<file path="src/rtl/dram_pager_pkg.sv">
package dram_pager_pkg;
  typedef enum logic [3:0] {
    ST_IDLE,
    ST_ROW,
    ST_RCD,
    ST_COL,
    ST_CAS,
    ST_OPEN,
    ST_PRE,
    ST_RFROW,
    ST_RFLOW
  } pg_state_e;
endpackage

</file>
<file path="src/rtl/dram_pager_timer.sv">
module dram_pager_timer #(
  parameter int CW = 4
) (
  input  logic          clk,
  input  logic          rst_n,
  input  logic          load,
  input  logic [CW-1:0] load_val,
  output logic [CW-1:0] cnt,
  output logic          expired
);
  logic [CW-1:0] cnt_q, cnt_d;

  always_comb begin
    cnt_d = cnt_q;
    if (load)              cnt_d = load_val;
    else if (cnt_q != '0)  cnt_d = cnt_q - 1'b1;
  end

  always_ff @(posedge clk or negedge rst_n) begin
    if (!rst_n) cnt_q <= '0;
    else        cnt_q <= cnt_d;
  end

  assign cnt     = cnt_q;
  assign expired = (cnt_q == '0);
endmodule

</file>
<file path="src/rtl/dram_pager_split.sv">
module dram_pager_split #(
  parameter int ROW_W  = 7,
  parameter int BANK_W = 2,
  parameter int COL_W  = 7,
  localparam int AW    = ROW_W + BANK_W + COL_W
) (
  input  logic [AW-1:0]     addr,
  output logic [ROW_W-1:0]  row,
  output logic [BANK_W-1:0] bank,
  output logic [COL_W-1:0]  col
);
  // Row on top so that one open row spans every bank's columns.
  assign row  = addr[AW-1 -: ROW_W];
  assign bank = addr[COL_W +: BANK_W];
  assign col  = addr[COL_W-1:0];
endmodule

</file>
<file path="src/rtl/dram_pager_casdec.sv">
module dram_pager_casdec #(
  parameter int BANK_W = 2,
  localparam int NBANK = 1 << BANK_W
) (
  input  logic              en,
  input  logic [BANK_W-1:0] bank,
  output logic [NBANK-1:0]  cas_n
);
  for (genvar b = 0; b < NBANK; b++) begin : g_line
    assign cas_n[b] = !(en && (bank == BANK_W'(b)));
  end
endmodule

</file>
<file path="src/rtl/dram_pager.sv">
module dram_pager
  import dram_pager_pkg::*;
#(
  parameter int ROW_W  = 7,
  parameter int COL_W  = 7,
  parameter int BANK_W = 2,
  parameter int DQ_W   = 1,
  parameter int T_RCD  = 2,
  parameter int T_CAS  = 3,
  parameter int T_RP   = 3,
  parameter int T_RD   = 2,
  parameter int T_RFL  = 4,
  localparam int AW    = ROW_W + BANK_W + COL_W,
  localparam int NBANK = 1 << BANK_W,
  localparam int MA_W  = (ROW_W > COL_W) ? ROW_W : COL_W
) (
  input  logic              clk,
  input  logic              rst_n,
  input  logic              req_valid,
  output logic              req_ready,
  input  logic              req_write,
  input  logic [AW-1:0]     req_addr,
  input  logic [DQ_W-1:0]   req_wdata,
  output logic              rsp_valid,
  output logic [DQ_W-1:0]   rsp_data,
  input  logic              rfsh_req,
  input  logic [ROW_W-1:0]  rfsh_row,
  output logic              rfsh_ack,
  output logic              ras_n,
  output logic [NBANK-1:0]  cas_n,
  output logic              we_n,
  output logic [MA_W-1:0]   mem_addr,
  output logic [DQ_W-1:0]   mem_wdata,
  input  logic [DQ_W-1:0]   mem_rdata
);
  localparam int TM1   = (T_RCD > T_CAS) ? T_RCD : T_CAS;
  localparam int TM2   = (T_RP > T_RFL) ? T_RP : T_RFL;
  localparam int TMAX  = (TM1 > TM2) ? TM1 : TM2;
  localparam int CNT_W = (TMAX < 2) ? 1 : $clog2(TMAX);

  // Reset: asynchronous assert, synchronous release
  logic rst_s0, rst_q_n;
  always_ff @(posedge clk or negedge rst_n) begin
    if (!rst_n) begin
      rst_s0  <= 1'b0;
      rst_q_n <= 1'b0;
    end else begin
      rst_s0  <= 1'b1;
      rst_q_n <= rst_s0;
    end
  end

  // Request address fields
  logic [ROW_W-1:0]  in_row;
  logic [BANK_W-1:0] in_bank;
  logic [COL_W-1:0]  in_col;

  dram_pager_split #(.ROW_W(ROW_W), .BANK_W(BANK_W), .COL_W(COL_W)) u_split (
    .addr (req_addr),
    .row  (in_row),
    .bank (in_bank),
    .col  (in_col)
  );

  // State and captured request
  pg_state_e         st_q, st_d;
  logic              pend_q, pend_d;
  logic              cap_en, orow_en, rfrow_en;
  logic [ROW_W-1:0]  cur_row_q, orow_q, rfrow_q;
  logic [BANK_W-1:0] cur_bank_q;
  logic [COL_W-1:0]  cur_col_q;
  logic              cur_we_q;
  logic [DQ_W-1:0]   cur_wd_q;
  logic              accept;

  // Shared interval timer
  logic             tmr_load, tmr_exp;
  logic [CNT_W-1:0] tmr_val, tmr_cnt;

  dram_pager_timer #(.CW(CNT_W)) u_timer (
    .clk      (clk),
    .rst_n    (rst_q_n),
    .load     (tmr_load),
    .load_val (tmr_val),
    .cnt      (tmr_cnt),
    .expired  (tmr_exp)
  );

  assign req_ready = !rfsh_req && !pend_q && ((st_q == ST_IDLE) || (st_q == ST_OPEN));
  assign accept    = req_valid && req_ready;

  // Next-state logic
  always_comb begin
    st_d     = st_q;
    pend_d   = pend_q;
    cap_en   = 1'b0;
    orow_en  = 1'b0;
    rfrow_en = 1'b0;
    tmr_load = 1'b0;
    tmr_val  = '0;
    unique case (st_q)
      ST_IDLE: begin
        if (rfsh_req) begin
          st_d     = ST_RFROW;
          rfrow_en = 1'b1;
        end else if (pend_q) begin
          st_d   = ST_ROW;
          pend_d = 1'b0;
        end else if (accept) begin
          st_d   = ST_ROW;
          cap_en = 1'b1;
        end
      end
      ST_ROW: begin
        st_d     = ST_RCD;
        orow_en  = 1'b1;
        tmr_load = 1'b1;
        tmr_val  = CNT_W'(T_RCD - 1);
      end
      ST_RCD: if (tmr_exp) st_d = ST_COL;
      ST_COL: begin
        st_d     = ST_CAS;
        tmr_load = 1'b1;
        tmr_val  = CNT_W'(T_CAS - 1);
      end
      ST_CAS: if (tmr_exp) st_d = ST_OPEN;
      ST_OPEN: begin
        if (rfsh_req) begin
          st_d     = ST_PRE;
          tmr_load = 1'b1;
          tmr_val  = CNT_W'(T_RP - 1);
        end else if (accept) begin
          cap_en = 1'b1;
          if (in_row == orow_q) begin
            st_d = ST_COL;
          end else begin
            st_d     = ST_PRE;
            pend_d   = 1'b1;
            tmr_load = 1'b1;
            tmr_val  = CNT_W'(T_RP - 1);
          end
        end
      end
      ST_PRE: if (tmr_exp) st_d = ST_IDLE;
      ST_RFROW: begin
        st_d     = ST_RFLOW;
        tmr_load = 1'b1;
        tmr_val  = CNT_W'(T_RFL - 1);
      end
      ST_RFLOW: begin
        if (tmr_exp) begin
          st_d     = ST_PRE;
          tmr_load = 1'b1;
          tmr_val  = CNT_W'(T_RP - 1);
        end
      end
      default: st_d = ST_IDLE;
    endcase
  end

  // Read sampling point inside the column cycle
  logic samp;
  assign samp = (st_q == ST_CAS) && !cur_we_q && (tmr_cnt == CNT_W'(T_CAS - T_RD));

  // Control registers
  always_ff @(posedge clk or negedge rst_q_n) begin
    if (!rst_q_n) begin
      st_q      <= ST_IDLE;
      pend_q    <= 1'b0;
      rsp_valid <= 1'b0;
    end else begin
      st_q      <= st_d;
      pend_q    <= pend_d;
      rsp_valid <= samp;
    end
  end

  // Data registers with explicit enables
  always_ff @(posedge clk) begin
    if (cap_en) begin
      cur_row_q  <= in_row;
      cur_bank_q <= in_bank;
      cur_col_q  <= in_col;
      cur_we_q   <= req_write;
      cur_wd_q   <= req_wdata;
    end
    if (orow_en)  orow_q   <= cur_row_q;
    if (rfrow_en) rfrow_q  <= rfsh_row;
    if (samp)     rsp_data <= mem_rdata;
  end

  // Memory-side outputs decoded from registered state
  dram_pager_casdec #(.BANK_W(BANK_W)) u_casdec (
    .en    (st_q == ST_CAS),
    .bank  (cur_bank_q),
    .cas_n (cas_n)
  );

  assign ras_n = !((st_q == ST_RCD) || (st_q == ST_COL) || (st_q == ST_CAS) ||
                   (st_q == ST_OPEN) || (st_q == ST_RFLOW));
  assign we_n      = !(cur_we_q && ((st_q == ST_COL) || (st_q == ST_CAS)));
  assign mem_wdata = cur_wd_q;
  assign rfsh_ack  = (st_q == ST_RFROW);

  always_comb begin
    unique case (st_q)
      ST_ROW, ST_RCD:     mem_addr = MA_W'(cur_row_q);
      ST_RFROW, ST_RFLOW: mem_addr = MA_W'(rfrow_q);
      default:            mem_addr = MA_W'(cur_col_q);
    endcase
  end
endmodule

</file>
<file path="config.mk">
export PLATFORM = sky130hd
export DESIGN_NAME = dram_pager
export DESIGN_NICKNAME = d
export VERILOG_FILES = /design/src/rtl/dram_pager_pkg.sv /design/src/rtl/dram_pager_timer.sv /design/src/rtl/dram_pager_split.sv /design/src/rtl/dram_pager_casdec.sv /design/src/rtl/dram_pager.sv
export SDC_FILE = /design/constraint.sdc
export NUM_CORES = 1
export LEC_CHECK = 0
export ABC_AREA = 1
export BUFFER_PORTS_ARGS = -buffer_cell sky130_fd_sc_hd__buf_4
export CAP_MARGIN = 10
export CORE_MARGIN = 5
export CORE_UTILIZATION = 57
export DETAILED_ROUTE_END_ITERATION = 16
export PLACE_DENSITY = 0.88
export SLEW_MARGIN = 20
export SYNTH_ARGS = -nofsm -noshare
export SYNTH_HDL_FRONTEND = slang
export SYNTH_SLANG_ARGS = --single-unit
export TNS_END_PERCENT = 50
</file>
<file path="constraint.sdc">
create_clock -name clk -period 2.8 [get_ports clk]
set_clock_uncertainty 0.05 [all_clocks]
set_input_delay 0.42 -clock clk [delete_from_list [all_inputs] [get_ports clk]]
set_output_delay 0.42 -clock clk [all_outputs]
set_load 0.1 [all_outputs]
</file>
==> impl_metrics.ini <==
[status]
outcome = finished clean

[placed_design]
dpl.hpwl_um = 3230
dp_slack_ns = 0.303
gp_congestion = 0.904
port_buffers = 47

[hold_path]
hold_class = flop to async pin

[cts]
htree_levels = 2
cts.path.max_buffers = 2
path_clk_slew_ns = 0.13
cts_root_buf = clkbuf_4
cts_tree = built
cts-buffers-inserted = 5
cts_sinks = 43
clock_latency_ns = 0.35

[routing]
drt-total-wl_um = 4360
vias = 1532
via_per_inst = 5.25
route.detailed.drc = 0
wl_per_cell_um = 14.9
ant_nets = 0
drt_iter0_drc = 94
first_pass_iters = 4

[timing]
setup_slack_ns = 0.160
period_share = 0.943
slew_violations = 0
holdWs_ns = 0.0769
fmax_mhz = 379
worst_slew_pin_slew_ns = 0.743
tns_ns = 0
period_minus_slack_ns = 2.64
relSlewSlack = 0.504
finalHoldViolations = 0
rsz0062_at_grt = false
setup-violations-final = 0

[finish]
regArea_um2 = 1240
diodes = 0
layout.nets = 277
fillCellCount = 219
areaGrowthSynthToFinish_pct = 27.4
final_cell_mix = 55 x buf_4, 33 x edfxtp_1, 24 x nand2_1, 23 x inv_1, 16 x nand3_1
layout_commonest_cell = buf_4
multi_input_area_um2 = 704
layout-drive-gt1-share = 0.415

[synthesis]
synth_fp_nets = 216
synth_seq_cells = 43
netlist_area_um2 = 2060
syn-instance-count = 184
synth.area.top_cells = edfxtp_1 48%, dfrtp_1 12%, nand2_1 4.4%
synthDistinctLibCells = 33
synth_area_per_cell_um2 = 11.2
ys_seq_area_frac = 0.602
yosysTopAreaCellShare = 0.481
yosysWarningCount = 0
synth_top_area_cell = edfxtp_1

[worst_setup_path]
r2r_end = cur_we_q
crit_fanout = 14
crit_arrival_ns = 2.17
start_kind = flop
endpoint_kind = output port
ff2ff_path_depth = 5
reg2reg_slack_ns = 0.77
r2r_start = st_q[1]
critPathRequiredTime_ns = 2.33
critPathKind = flop to output port

[die]
core-area_um2 = 3420
initial_utilization = 0.604
die_h_um = 70.1
die_w_um = 70.1
die_area_um2 = 4920
rows = 21
io_pins = 48

[global_routing]
grt_antenna_before_repair = 0
grt_max_degree = 19
grt_first_pass_wirelength_um = 7180
grt_overflow = 0
grt_util_all_layers = 0.187
grt_pass1_vias = 1520

[job]
drv_cap = 0
==> flip-flops by register name, summed over array words and instances, names as in the netlist <==
signal       cells
pend_q           1
orow_q           7
rsp_valid        1
rfrow_q          7
rsp_data         1
st_q             4
cur_row_q        7
rst_s0           1
cur_col_q        7
u_timer.cnt      2
mem_wdata        1
cur_bank_q       2
cur_we_q         1
rst_q_n          1
==> layer usage <==
layer  wire length [um]  GRT usage  vias to the layer above
met3                366     0.0603                        8
met1               1870      0.247                      708
met4                 65     0.0596                        0
li1                   -          -                      750
met2               2060      0.292                       66
met5                  0          0                        -
==> worst max-delay path, cell delays in order, from the launching register on <==
cell and delay [ns]:
dfrtp_1 0.47, nand2_1 0.18, inv_1 0.13, a21oi_4 0.40, buf_4 0.19, nand3_2 0.06, o211ai_2 0.07, buf_4 0.31
==> layout make-up <==
cell class	instances	area share
timing repair buffer	56	0.161
clock inverter	3	0.0162
sequential	43	0.473
tap	46	0.0219
multi-input combinational	107	0.268
inverter	32	0.0457
clock buffer	5	0.0143
==> synthesized netlist by cell type <==
| master | count |
|---|---|
| edfxtp_1 | 33 |
| nand2_1 | 24 |
| inv_1 | 23 |
| nand3_1 | 16 |
| dfrtp_1 | 10 |
| nor2_2 | 9 |
| inv_2 | 8 |
| o211ai_2 | 7 |
| o21ai_0 | 7 |
| nand3_2 | 6 |
| nor2_1 | 6 |
| o21ai_1 | 5 |
| xnor2_1 | 4 |
| nand2_2 | 3 |
| a21oi_1 | 2 |
| ha_1 | 2 |
| nand4_1 | 2 |
| nor3_1 | 2 |
| a21oi_2 | 1 |
| buf_4 | 1 |
| buf_6 | 1 |
| clkinv_1 | 1 |
| conb_1 | 1 |
| nand3_4 | 1 |
| nand4_2 | 1 |
| nor3_2 | 1 |
| nor3_4 | 1 |
| nor4_1 | 1 |
| o21a_1 | 1 |
| o21ai_2 | 1 |
| o21bai_1 | 1 |
| o22ai_1 | 1 |
| xor2_1 | 1 |
==> worst max path at each step <==
stage	startpoint	endpoint	slack (ns)
global placement	st_q[1]	mem_addr[6]	0.40
global route	st_q[3]	mem_addr[6]	0.009
CTS	st_q[3]	mem_addr[4]	0.01
finish	st_q[1]	mem_addr[1]	0.16
floorplan	st_q[1]	req_ready	0.14
detailed placement	st_q[1]	mem_addr[4]	0.30
==> per-stage QoR <==
stage	area [um2]	utilization	cells
2_1_floorplan	2080	-	184
3_3_place_gp	2480	0.725	276
3_5_place_dp	2480	0.725	276
4_1_cts	2570	0.753	285
5_1_grt	2630	0.769	292
6_report	2630	0.769	292
==> cell families after synthesis <==
kind of cell	after synthesis	share of synthesized area
buffers and inverters	34	0.0674
adders and majority gates	2	0.0121
DFF	43	0.602
and+or+nand+nor	73	0.200
other	1	0.00182
xor gates and xnor gates	5	0.0212
AOI/OAI and AO/OA	26	0.0953
==> what timing repair did <==
item                       CTS  global route
setup endpoints to repair    6             7
hold endpoints to repair     2             0
pin swaps                    0             2
gates resized for setup      1             0
setup buffers                0             7
hold buffers                 1             0
Power is left out: the tool's default activity adds up to more than one toggle a clock period on the data nets, which glitch-free logic cannot reach.
